[src/rtl/fpw_pkg.sv]
package fpw_pkg;

  typedef enum logic [1:0] {
    PW_IDLE = 2'b00,
    PW_POS  = 2'b01,
    PW_NEG  = 2'b11
  } pw_code_e;

  // quarter-period of fc in master clock cycles, rounded to nearest
  function automatic int unsigned ratio_of(input int unsigned clk_hz,
                                           input int unsigned fc);
    return (clk_hz + 2 * fc) / (4 * fc);
  endfunction

  function automatic int unsigned min4(input int unsigned a, input int unsigned b,
                                       input int unsigned c, input int unsigned d);
    int unsigned m;
    m = a;
    if (b < m) m = b;
    if (c < m) m = c;
    if (d < m) m = d;
    return m;
  endfunction

endpackage

[src/rtl/fpw_edge.sv]
module fpw_edge #(
  parameter int SYNC_STAGES = 2
) (
  input  logic clk,
  input  logic rst_n,
  input  logic sign_in,
  output logic restart
);
  localparam int LAST = SYNC_STAGES;

  // [0..SYNC_STAGES-1] synchroniser, [SYNC_STAGES] history
  logic [LAST:0] sh_q;

  always_ff @(posedge clk or negedge rst_n) begin
    if (!rst_n) sh_q <= '0;
    else        sh_q <= {sh_q[LAST-1:0], sign_in};
  end

  assign restart = sh_q[LAST-1] ^ sh_q[LAST];

endmodule

[src/rtl/fpw_div.sv]
module fpw_div #(
  parameter int unsigned CLK_HZ    = 3579545,
  parameter int unsigned FC_A_LO   = 1170,
  parameter int unsigned FC_A_HI   = 2125,
  parameter int unsigned FC_B_LO   = 1080,
  parameter int unsigned FC_B_HI   = 1750,
  parameter int          NUM_CFG   = 4
) (
  input  logic       clk,
  input  logic       rst_n,
  input  logic       restart,
  input  logic       busy,
  input  logic [1:0] cfg_sel,
  output logic       tick
);
  localparam int unsigned FC_MIN  = fpw_pkg::min4(FC_A_LO, FC_A_HI, FC_B_LO, FC_B_HI);
  localparam int unsigned MAX_DIV = fpw_pkg::ratio_of(CLK_HZ, FC_MIN);
  localparam int          CNT_W   = $clog2(MAX_DIV + 1);
  localparam logic [CNT_W-1:0] ONE = CNT_W'(1);
  localparam int unsigned FC_TAB [NUM_CFG] = '{FC_A_LO, FC_A_HI, FC_B_LO, FC_B_HI};

  logic [CNT_W-1:0] ratio_tab [NUM_CFG];
  logic [CNT_W-1:0] ratio_q;
  logic [CNT_W-1:0] cnt_q;

  for (genvar g = 0; g < NUM_CFG; g++) begin : g_ratio
    assign ratio_tab[g] = CNT_W'(fpw_pkg::ratio_of(CLK_HZ, FC_TAB[g]));
  end

  assign tick = busy && (cnt_q == ratio_q - ONE);

  always_ff @(posedge clk or negedge rst_n) begin
    if (!rst_n) begin
      ratio_q <= ONE;
      cnt_q   <= '0;
    end else if (restart) begin
      ratio_q <= ratio_tab[cfg_sel];
      cnt_q   <= '0;
    end else if (busy) begin
      cnt_q   <= tick ? '0 : cnt_q + ONE;
    end else begin
      cnt_q   <= '0;
    end
  end

  assert_cnt_bound_R4: assert property (@(posedge clk) disable iff (!rst_n)
    cnt_q < ratio_q);

  assert_ratio_hold_R7: assert property (@(posedge clk) disable iff (!rst_n)
    !restart |=> $stable(ratio_q));

endmodule

[src/rtl/fpw_seq.sv]
module fpw_seq (
  input  logic              clk,
  input  logic              rst_n,
  input  logic              restart,
  input  logic              tick,
  output logic              busy,
  output fpw_pkg::pw_code_e state
);
  import fpw_pkg::*;

  pw_code_e state_d;

  always_comb begin
    state_d = state;
    if (restart) state_d = PW_POS;
    else if (tick) begin
      case (state)
        PW_POS:  state_d = PW_NEG;
        PW_NEG:  state_d = PW_IDLE;
        default: state_d = PW_IDLE;
      endcase
    end
  end

  always_ff @(posedge clk or negedge rst_n) begin
    if (!rst_n) state <= PW_IDLE;
    else        state <= state_d;
  end

  assign busy = (state != PW_IDLE);

  assert_restart_pos_R2: assert property (@(posedge clk) disable iff (!rst_n)
    restart |=> state == PW_POS);

  assert_pos_to_neg_R3: assert property (@(posedge clk) disable iff (!rst_n)
    (state == PW_POS && tick && !restart) |=> state == PW_NEG);

  assert_neg_to_idle_R3: assert property (@(posedge clk) disable iff (!rst_n)
    (state == PW_NEG && tick && !restart) |=> state == PW_IDLE);

  assert_idle_hold_R1: assert property (@(posedge clk) disable iff (!rst_n)
    (state == PW_IDLE && !restart) |=> state == PW_IDLE);

  assert_level_hold_R6: assert property (@(posedge clk) disable iff (!rst_n)
    (state != PW_IDLE && !tick && !restart) |=> $stable(state));

endmodule

[src/rtl/fsk_pw_conv.sv]
module fsk_pw_conv #(
  parameter int unsigned CLK_HZ      = 3579545,
  parameter int unsigned FC_A_LO     = 1170,
  parameter int unsigned FC_A_HI     = 2125,
  parameter int unsigned FC_B_LO     = 1080,
  parameter int unsigned FC_B_HI     = 1750,
  parameter int          SYNC_STAGES = 2
) (
  input  logic       clk,
  input  logic       rst_n,
  input  logic       rx_sign,
  input  logic       tx_answer,
  input  logic       std_v21,
  output logic [1:0] pw_code
);
  import fpw_pkg::*;

  logic       restart;
  logic       tick;
  logic       busy;
  logic [1:0] cfg_sel;
  pw_code_e   state;

  // receive band is opposite the transmit band
  assign cfg_sel = {std_v21, ~tx_answer};

  fpw_edge #(.SYNC_STAGES(SYNC_STAGES)) u_edge (
    .clk(clk), .rst_n(rst_n), .sign_in(rx_sign), .restart(restart)
  );

  fpw_div #(
    .CLK_HZ(CLK_HZ), .FC_A_LO(FC_A_LO), .FC_A_HI(FC_A_HI),
    .FC_B_LO(FC_B_LO), .FC_B_HI(FC_B_HI), .NUM_CFG(4)
  ) u_div (
    .clk(clk), .rst_n(rst_n), .restart(restart), .busy(busy),
    .cfg_sel(cfg_sel), .tick(tick)
  );

  fpw_seq u_seq (
    .clk(clk), .rst_n(rst_n), .restart(restart), .tick(tick),
    .busy(busy), .state(state)
  );

  assign pw_code = state;

  assert_code_legal_R8: assert property (@(posedge clk) disable iff (!rst_n)
    pw_code != 2'b10);

  assert_start_level_R2: assert property (@(posedge clk) disable iff (!rst_n)
    restart |=> pw_code == 2'b01);

endmodule

[config.mk]
export PLATFORM = sky130hd
export DESIGN_NAME = fsk_pw_conv
export DESIGN_NICKNAME = d
export VERILOG_FILES = /design/src/rtl/fpw_pkg.sv /design/src/rtl/fpw_edge.sv /design/src/rtl/fpw_div.sv /design/src/rtl/fpw_seq.sv /design/src/rtl/fsk_pw_conv.sv
export SDC_FILE = /design/constraint.sdc
export NUM_CORES = 1
export LEC_CHECK = 0
export ABC_AREA = 1
export BUFFER_PORTS_ARGS = -buffer_cell sky130_fd_sc_hd__buf_2
export CORE_ASPECT_RATIO = 0.75
export CORE_MARGIN = 2
export CORE_UTILIZATION = 62
export DETAILED_ROUTE_END_ITERATION = 10
export PLACE_DENSITY = 0.8
export SLEW_MARGIN = 20
export SYNTH_ARGS = -nofsm -noshare
export SYNTH_HDL_FRONTEND = slang
export SYNTH_SLANG_ARGS = --single-unit
[constraint.sdc]
create_clock -name clk -period 3 [get_ports clk]
set_input_delay 0.15 -clock clk [delete_from_list [all_inputs] [get_ports clk]]
set_output_delay 0.15 -clock clk [all_outputs]
set_load 0.005 [all_outputs]
==> flow_summary.yaml, run 1 <==
run_status:
  status: "completed"
synth:
  synth_edf_count: 0
  synth.top_cell.area_share: 0.492
  ys_top_cells_by_count: "nand2_1, dfrtp_1, inv_1"
  synth_top_area_cell: "dfrtp_1"
  ys_seq_area_frac: 0.492
  synth_area_leaders: "dfrtp_1, nand2_1, inv_1"
  syn-cell-area_mm2: 0.00112
  synth.distinct_cells: 19
  ys_seq_elements: 22
  synth_fp_nets: 149
  syn-mean-instance-area_um2: 8.06
  synthArstFlopShare: 1.00
  yosysMostFrequentCell: "nand2_1"
  synthFlopType: "dfrtp_1"
  yosys_warnings: 0
  synth_cells: 139
worst_setup_path:
  arrival_ns: 1.72
  cp_max_fo: 11
  endpoint_kind: "flop"
  critPathLaunchType: "flop"
  path_class: "flop to flop"
  cp.required_ns: 3.25
detailed_routing:
  drt_iter0_markers: 28
  antenna_left: 0
  wl_met2_um: 893
  drc: 0
  highest_layer: "met4"
  num_vias: 834
  m1WireLength_um: 984
  routed_wl_um: 2020
  drt_pass1_iterations: 5
  avgRoutedWirePerCell_um: 11.7
  wl_met3_um: 123
  viasPerCell: 4.85
sta:
  finalCritPeriodShare: 0.490
  period_needed_ns: 1.47
  fin_skew_ns: 0.00405
  setup_violations: 0
  timing.setup.tns_ns: 0
  finalHoldViolations: 0
  worst-slew-pin-transition_ns: 0.488
  fmax_mhz: 680
  rsz0062_at_grt: "no"
  finalMaxSlewViolations: 0
  hold_ws_ns: 0.163
  relSlewSlack: 0.675
clocking:
  cts_tree: "built"
  cts_sinks: 22
  htreeDepth: 1
  cts.clk_slew.worst_paths_ns: 0.13
  cts_buffers: 3
  root_buffer: "clkbuf_4"
  clockBufferDepth: 2
  insertion_delay_ns: 0.31
pwr:
  p_total_w: 0.000620
  ir_drop_mv: 0.398
  pwr_density_cell_mw_per_mm2: 498
  power.leakage_nw: 0.624
grt:
  grt_overflow: 0
  grt_max_degree: 23
  grt_pass1_wl_um: 3350
  grt_pass1_vias: 768
  antenna_found_initial: 0
  grt_usage: 0.229
die:
  io_pins: 7
  core_mm2: 0.00172
  rows: 13
  start_util: 0.649
  dieArea_mm2: 0.00217
  dieWidth_um: 53.1
  die_h_um: 40.8
placement:
  hpwlAfterDp_um: 1410
  gp_congestion: 0.877
  port_buffers: 6
  detailed_place.area_mm2: 0.00117
finish:
  fin_nets: 161
  syn_to_final_growth_pct: 11.2
  design_area_mm2: 0.00124
  nFillCells: 142
  drive_gt1_frac: 0.107
  antenna_cells: 0
flow_run:
  cap_violations: 0
min_path:
  hp-class: "input port to flop"
## where the power goes
part	internal, W	leakage [nW]	switching, W	total [W]
Clock	0.000135	0.0279	0.0000957	0.000231
Combinational	0.0000232	0.320	0.0000407	0.0000640
Sequential	0.000312	0.275	0.0000135	0.000325
## path summary, 6_finish.rpt
path,startpoint,to,slack (ns),depth (start not counted)
max reg2reg,u_edge.sh_q[2],u_div.cnt_q[6],1.53,6
max,u_edge.sh_q[2],u_div.cnt_q[6],1.53,6
min reg2reg,u_edge.sh_q[0],u_edge.sh_q[1],0.39,0
min,tx_answer,u_div.ratio_q[9],0.16,3
min in group asynchronous,rst_n,u_edge.sh_q[2],0.31,2
max in group asynchronous,rst_n,u_div.ratio_q[9],2.35,2
## state kept, by name, indices dropped and copies added (netlist names)
register,count
u_div.cnt_q,10
u_edge.sh_q,3
u_div.ratio_q,7
u_seq.state,2
## stage by stage
| stage | setup WS [ns] | cells | util |
|---|---|---|---|
| after floorplan | 1.86 | 139 | - |
| after global placement | 1.62 | 166 | 0.680 |
| after detailed placement | 1.57 | 166 | 0.680 |
| after CTS | 1.52 | 172 | 0.722 |
| after global routing | 1.36 | 172 | 0.722 |
| final | 1.53 | 172 | 0.722 |
## cells in the final DEF, fill, tap and decap left out, types with 2 or more instances in the layout
| master | n |
|---|---|
| dfrtp_1 | 22 |
| nor2_2 | 2 |
| dlygate4sd3_1 | 2 |
| xor2_1 | 6 |
| buf_2 | 6 |
| nand2_1 | 41 |
| ha_1 | 5 |
| inv_1 | 21 |
| nor2_1 | 20 |
| nand3_1 | 5 |
| clkbuf_4 | 3 |
| o21ai_0 | 7 |
## metal layers
layer / vias to the layer above / track usage
met5: - / 0
met4: 0 / 0.0641
met3: 2 / 0.0876
met2: 18 / 0.356
met1: 374 / 0.303
li1: 440 / -
## kinds of logic (layout without fill, tap and decap cells)
| group | count (synthesis) | after routing | synth area share |
|---|---|---|---|
| AO/OA/AOI/OAI | 9 | 9 | 0.0436 |
| XOR/XNOR | 7 | 7 | 0.0547 |
| adder cells (fa/ha/maj) | 5 | 5 | 0.0559 |
| buffers and inverters | 22 | 33 | 0.0749 |
| flip-flops | 22 | 22 | 0.492 |
| AND/OR/NAND/NOR | 74 | 74 | 0.279 |
## area by class of cell
cell class | count | area (µm²) | share of cell area
inverters | 21 | 78.8 | 0.0633
multi-input cells | 95 | 485 | 0.390
clock inverters | 1 | 30.0 | 0.0241
repair buffers | 8 | 50.0 | 0.0402
well taps | 22 | 27.5 | 0.0221
clock buffers | 3 | 22.5 | 0.0181
flip-flops and latches | 22 | 551 | 0.442
## worst max-delay path: stages (launching register included)
cell	delay [ns]
dfrtp_1	0.39
or2_1	0.22
nand2_1	0.24
inv_1	0.17
nor2_4	0.17
nand2_4	0.10
nor2_1	0.12
## what timing repair did
item	4_1_cts	5_1_grt
endpoints found under the hold margin	23	0
setup buffers	0	0
resized for setup	0	0
hold buffers	2	0
(Power assumes the default switching activity.)
==> run 2: changes to the inputs <==
--- a/config.mk
+++ b/config.mk
@@ -9,9 +9,9 @@
 export BUFFER_PORTS_ARGS = -buffer_cell sky130_fd_sc_hd__buf_2
 export CORE_ASPECT_RATIO = 0.75
 export CORE_MARGIN = 2
-export CORE_UTILIZATION = 62
+export CORE_UTILIZATION = 58
 export DETAILED_ROUTE_END_ITERATION = 10
-export PLACE_DENSITY = 0.8
+export PLACE_DENSITY = 0.76
 export SLEW_MARGIN = 20
 export SYNTH_ARGS = -nofsm -noshare
 export SYNTH_HDL_FRONTEND = slang
==> constraint.sdc (replaced) <==
create_clock -name clk -period 1.5 [get_ports clk]
set_input_delay 0.075 -clock clk [delete_from_list [all_inputs] [get_ports clk]]
set_output_delay 0.075 -clock clk [all_outputs]
set_load 0.005 [all_outputs]
==> run 2 against run 1 <==
  * Wire length increased by 8.9%
  * Total power grew 79%
  * Final cell count rose by 0.58%
  * Register-to-register slack got worse by 1.4 ns
  * Via count increased by 8.3%
  * Clock skew about the same
  * Fmax rose by 5.4%
  * Clock power up 42%
  * Count of clock-buffer cells in the layout rose by 1
  * Flip-flop and latch count stayed put
  * Die area up 6.3%
  * Sequential power grew 100%
  * Critical path type unchanged
  * Largest power group unchanged
  * Highest routed layer unchanged
==> flow_summary.yaml, run 2 (same netlist as run 1, synthesis figures left out) <==
sta:
  finalMaxSlewViolations: 0
  finalHoldViolations: 0
  setup_violations: 0
  relSlewSlack: 0.672
  finalWorstSetupSlack_ns: 0.106
  rsz0062_at_grt: "no"
  worst-slew-pin-transition_ns: 0.492
  timing.setup.tns_ns: 0
  fin_skew_ns: 0.00434
  finalCritPeriodShare: 0.930
  period_needed_ns: 1.39
  fmax_mhz: 717
pwr:
  ir_drop_mv: 0.874
  pwr_density_cell_mw_per_mm2: 900
  power.leakage_nw: 0.621
worst_setup_path:
  cp.required_ns: 1.71
  cp_max_fo: 8
  path_class: "flop to flop"
  critPathLaunchType: "flop"
  cp_common_cell: "nand2_1"
  critPathMaxStageDelay_ns: 0.42
  slowest_stage: "dfrtp_1"
  cp.buffers_inverters: 1
  endpoint_kind: "flop"
  cp_top_family: "simple AND/OR/NAND/NOR gates"
  crit_chain: "inv_1 -> nand2_1 -> nand2_1 -> nor2_1 -> nand2_1 -> nor2_2 -> nand2_1 -> nand2_4 -> nor2_1"
  arrival_ns: 1.61
finish:
  final_core_util: 0.697
  top_regs: "u_div.cnt_q (10), u_div.ratio_q (7), u_edge.sh_q (3)"
  syn_to_final_growth_pct: 10.4
  regArea_um2: 551
  final_common_cell: "nand2_1"
  drive_gt1_frac: 0.113
  antenna_cells: 0
  largest-register: "u_div.cnt_q"
  largest_reg_flops: 10
  nFillCells: 149
  mostFrequentLayoutCells: "nand2_1, dfrtp_1, inv_1"
  multi_input_area_um2: 485
  fin_nets: 162
grt:
  grt_usage: 0.239
  met2_usage: 0.381
  grt_max_degree: 23
  antenna_found_initial: 0
  grtUsageMet3: 0.0750
  grt_pass1_wl_um: 3880
  grt_pass1_vias: 902
  grt_overflow: 0
  use_met1: 0.319
  top_usage_layer: "met2"
clocking:
  cts.clk_slew.worst_paths_ns: 0.12
  cts_buffers: 3
  cts_setup_buffers: 0
  cts_sinks: 22
  cts_tree: "built"
  clockBufferDepth: 2
  root_buffer: "clkbuf_4"
  htreeDepth: 1
  insertion_delay_ns: 0.31
  cts_resized: 0
die:
  io_pins: 7
  core_mm2: 0.00177
  dieWidth_um: 54.7
  dieArea_mm2: 0.00230
  rows: 13
  start_util: 0.632
  die_h_um: 42.1
min_path:
  hp-class: "input port to flop"
detailed_routing:
  antenna_left: 0
  drc: 0
  drt_pass1_iterations: 4
  routed_wl_um: 2200
  viasPerCell: 5.22
  avgRoutedWirePerCell_um: 12.7
  num_vias: 903
  drt_iter0_markers: 15
run_status:
  status: "completed"
placement:
  hpwlAfterDp_um: 1660
  gp_congestion: 0.783
  port_buffers: 6
  pre_cts_ws_ns: 0.159
flow_run:
  cap_violations: 0
## run 2: final timing paths
check,start,endpoint,slack [ns],depth (start not counted)
max in group asynchronous,rst_n,u_div.ratio_q[5],0.93,2
setup / recovery,u_div.cnt_q[6],u_div.cnt_q[6],0.11,9
hold / removal,tx_answer,u_div.ratio_q[9],0.1,3
setup reg to reg,u_div.cnt_q[6],u_div.cnt_q[6],0.11,9
min in group asynchronous,rst_n,u_edge.sh_q[1],0.24,2
hold reg to reg,u_edge.sh_q[0],u_edge.sh_q[1],0.36,0
## run 2: per-layer routing
| metal | vias up | part of all wire |
|---|---|---|
| li1 | 442 | - |
| met1 | 430 | 0.43 |
| met2 | 29 | 0.48 |
| met3 | 2 | 0.075 |
| met4 | 0 | 0.0059 |
| met5 | - | 0 |
## run 2: power by group
group / total, W / internal, W / switching (W)
Clock: 0.000328 / 0.000148 / 0.000180
Combinational: 0.000133 / 0.0000490 / 0.0000844
Sequential: 0.000651 / 0.000624 / 0.0000277
## run 2: area by class of cell
class	instances	share of cell area
Sequential cell	22	0.445
Tap cell	22	0.0223
Timing Repair Buffer	9	0.0466
Clock buffer	4	0.0294
Inverter	21	0.0638
Multi-Input combinational cell	95	0.393
## run 2: through the flow
stage / instance area, µm² / hold slack [ns] / instances / power (W)
2_1_floorplan: 1120 / -0.221 / 139 / 0.000742
3_3_place_gp: 1180 / 0.0572 / 167 / 0.000783
3_5_place_dp: 1180 / 0.0654 / 167 / 0.000792
4_1_cts: 1240 / 0.0997 / 173 / 0.00112
5_1_grt: 1240 / 0.139 / 173 / 0.00118
6_report: 1240 / 0.0976 / 173 / 0.00111
## run 2: what timing repair did
item,in CTS,in global routing
hold buffers,2,0
endpoints found under the setup margin,0,0
hold endpoints to repair,23,0
## run 2: worst register-to-register path, delay by kind of cell (launching register included)
family / cells / cell delay [ns]
and+or+nand+nor: 8 / 0.81
buffers and inverters: 1 / 0.08
DFF: 1 / 0.42
==> run 3: changes to the inputs <==
==> constraint.sdc (replaced) <==
create_clock -name clk -period 1.3 [get_ports clk]
set_input_delay 0.065 -clock clk [delete_from_list [all_inputs] [get_ports clk]]
set_output_delay 0.065 -clock clk [all_outputs]
set_load 0.005 [all_outputs]
==> run 3 against run 2 <==
  * The flow now finishes with violations (negative setup slack)
  * Non-clock buffer count grew 8
  * Total power is 21% higher
  * Sequential power grew 15%
  * Register-to-register slack lost 0.17 ns
  * Wire length is 12% higher
  * Sequential share of layout area decreased by 4.0 points
  * Fmax grew 2.1%
  * Clock power grew 18%
  * Final area grew 9.8%
  * First-iteration DRC count increased by 100%
  * Count of clock-buffer cells in the layout did not move
  * Largest cell class unchanged
  * Largest power group unchanged
==> flow_summary.yaml, run 3 (same netlist as run 1, synthesis figures left out) <==
min_path:
  hp-class: "input port to flop"
finish:
  largest_reg_flops: 10
  largest-register: "u_div.cnt_q"
  mostFrequentLayoutCells: "nand2_1, dfrtp_1, inv_1"
  syn_to_final_growth_pct: 21.2
  antenna_cells: 0
  fin_nets: 170
  top_regs: "u_div.cnt_q (10), u_div.ratio_q (7), u_edge.sh_q (3)"
  final_common_cell: "nand2_1"
  design_area_mm2: 0.00136
  drive_gt1_frac: 0.252
  stdcell_count: 181
  final_core_util: 0.766
clocking:
  htreeDepth: 1
  cts_buffers: 3
  cts_tree: "built"
  cts.clk_slew.worst_paths_ns: 0.12
  root_buffer: "clkbuf_4"
  cts_sinks: 22
  insertion_delay_ns: 0.32
  clockBufferDepth: 2
sta:
  rsz0062_at_grt: "yes"
  finalCritPeriodShare: 1.05
  finalMaxSlewViolations: 0
  period_needed_ns: 1.37
  fin_skew_ns: 0.00318
  worst-slew-pin-transition_ns: 0.484
  finalWorstSetupSlack_ns: -0.0657
  setup_violations: 9
  finalHoldViolations: 0
  relSlewSlack: 0.678
  fmax_mhz: 732
  timing.setup.tns_ns: -0.490
detailed_routing:
  viasPerCell: 5.22
  drt_pass1_iterations: 4
  antenna_left: 0
  num_vias: 944
  avgRoutedWirePerCell_um: 13.6
  drt_iter0_markers: 30
  drc: 0
  routed_wl_um: 2460
pwr:
  pwr_density_cell_mw_per_mm2: 990
  power.leakage_nw: 0.682
  ir_drop_mv: 0.893
worst_setup_path:
  cp_max_fo: 8
  endpoint_kind: "flop"
  critPathLaunchType: "flop"
  arrival_ns: 1.59
  cp.required_ns: 1.52
  path_class: "flop to flop"
placement:
  port_buffers: 6
  detailed_place.area_mm2: 0.00119
  hpwlAfterDp_um: 1560
  gp_congestion: 0.809
  dp_cells: 169
  pre_cts_ws_ns: -0.0400
die:
  io_pins: 7
  rows: 13
  dieArea_mm2: 0.00230
  core_mm2: 0.00177
  dieWidth_um: 54.7
  die_h_um: 42.1
  start_util: 0.632
grt:
  grt_max_degree: 23
  grt_pass1_vias: 864
  grt_pass1_wl_um: 3770
  grt_overflow: 0
  antenna_found_initial: 0
  grt_usage: 0.231
run_status:
  status: "finished with violations"
  failed_checks: "negative setup slack"
flow_run:
  cap_violations: 0
-- run 3: changes by cell type in the layout (fill, tap and decap cells not counted), sizes merged --
cell	delta
buf	+8
-- run 3: worst max-delay path, cell delays in order (launching register included) --
cell	delay, ns
dfrtp_1	0.42
inv_1	0.08
nand2_1	0.08
nand2_1	0.07
nor2_2	0.16
inv_1	0.09
nor2_4	0.12
nand2_2	0.09
nand2_4	0.11
nor2_1	0.06
-- run 3: metal layers --
metal | vias up | GRT usage | wire [µm]
li1 | 459 | - | -
met1 | 445 | 0.312 | 1040
met2 | 31 | 0.352 | 1230
met3 | 9 | 0.0750 | 130
met4 | 0 | 0.0650 | 65
met5 | - | 0 | 0
-- run 3: worst paths after layout --
path	startpoint	end	slack (ns)	depth (start not counted)
worst max-delay path	u_div.cnt_q[1]	u_div.cnt_q[0]	-0.07	9
worst min-delay path	tx_answer	u_div.ratio_q[8]	0.1	3
worst max register to register	u_div.cnt_q[1]	u_div.cnt_q[0]	-0.07	9
worst min register to register	u_edge.sh_q[0]	u_edge.sh_q[1]	0.37	0
max in group asynchronous	rst_n	u_div.ratio_q[9]	0.75	2
min in group asynchronous	rst_n	u_div.ratio_q[6]	0.22	2
-- run 3: layout make-up --
class / count / area [µm²]
fill: 132 / 415
inverter: 21 / 78.8
timing repair buffer: 17 / 118
clock buffer: 4 / 36.3
multi-input combinational: 95 / 547
sequential: 22 / 551
tap: 22 / 27.5
-- run 3: timing repair --
item,CTS,global route
buffers inserted,2,4
pin swaps,1,15
hold endpoints to repair,23,0
resized for setup,3,16
hold buffers,2,0
setup endpoints to repair,9,12
-- run 3: report_power, final --
group / leakage (nW) / internal [W] / switching [W]
registers: 0.275 / 0.000720 / 0.0000297
logic: 0.386 / 0.0000803 / 0.000127
clock network: 0.0210 / 0.000172 / 0.000216
total: 0.682 / 0.000971 / 0.000372
-- run 3: metrics by stage --
step           power [W]  hold WS, ns
2_1_floorplan   0.000856       -0.231
3_3_place_gp    0.000904       0.0437
3_5_place_dp    0.000913       0.0566
4_1_cts          0.00130        0.101
5_1_grt          0.00141        0.106
6_report         0.00134       0.0969
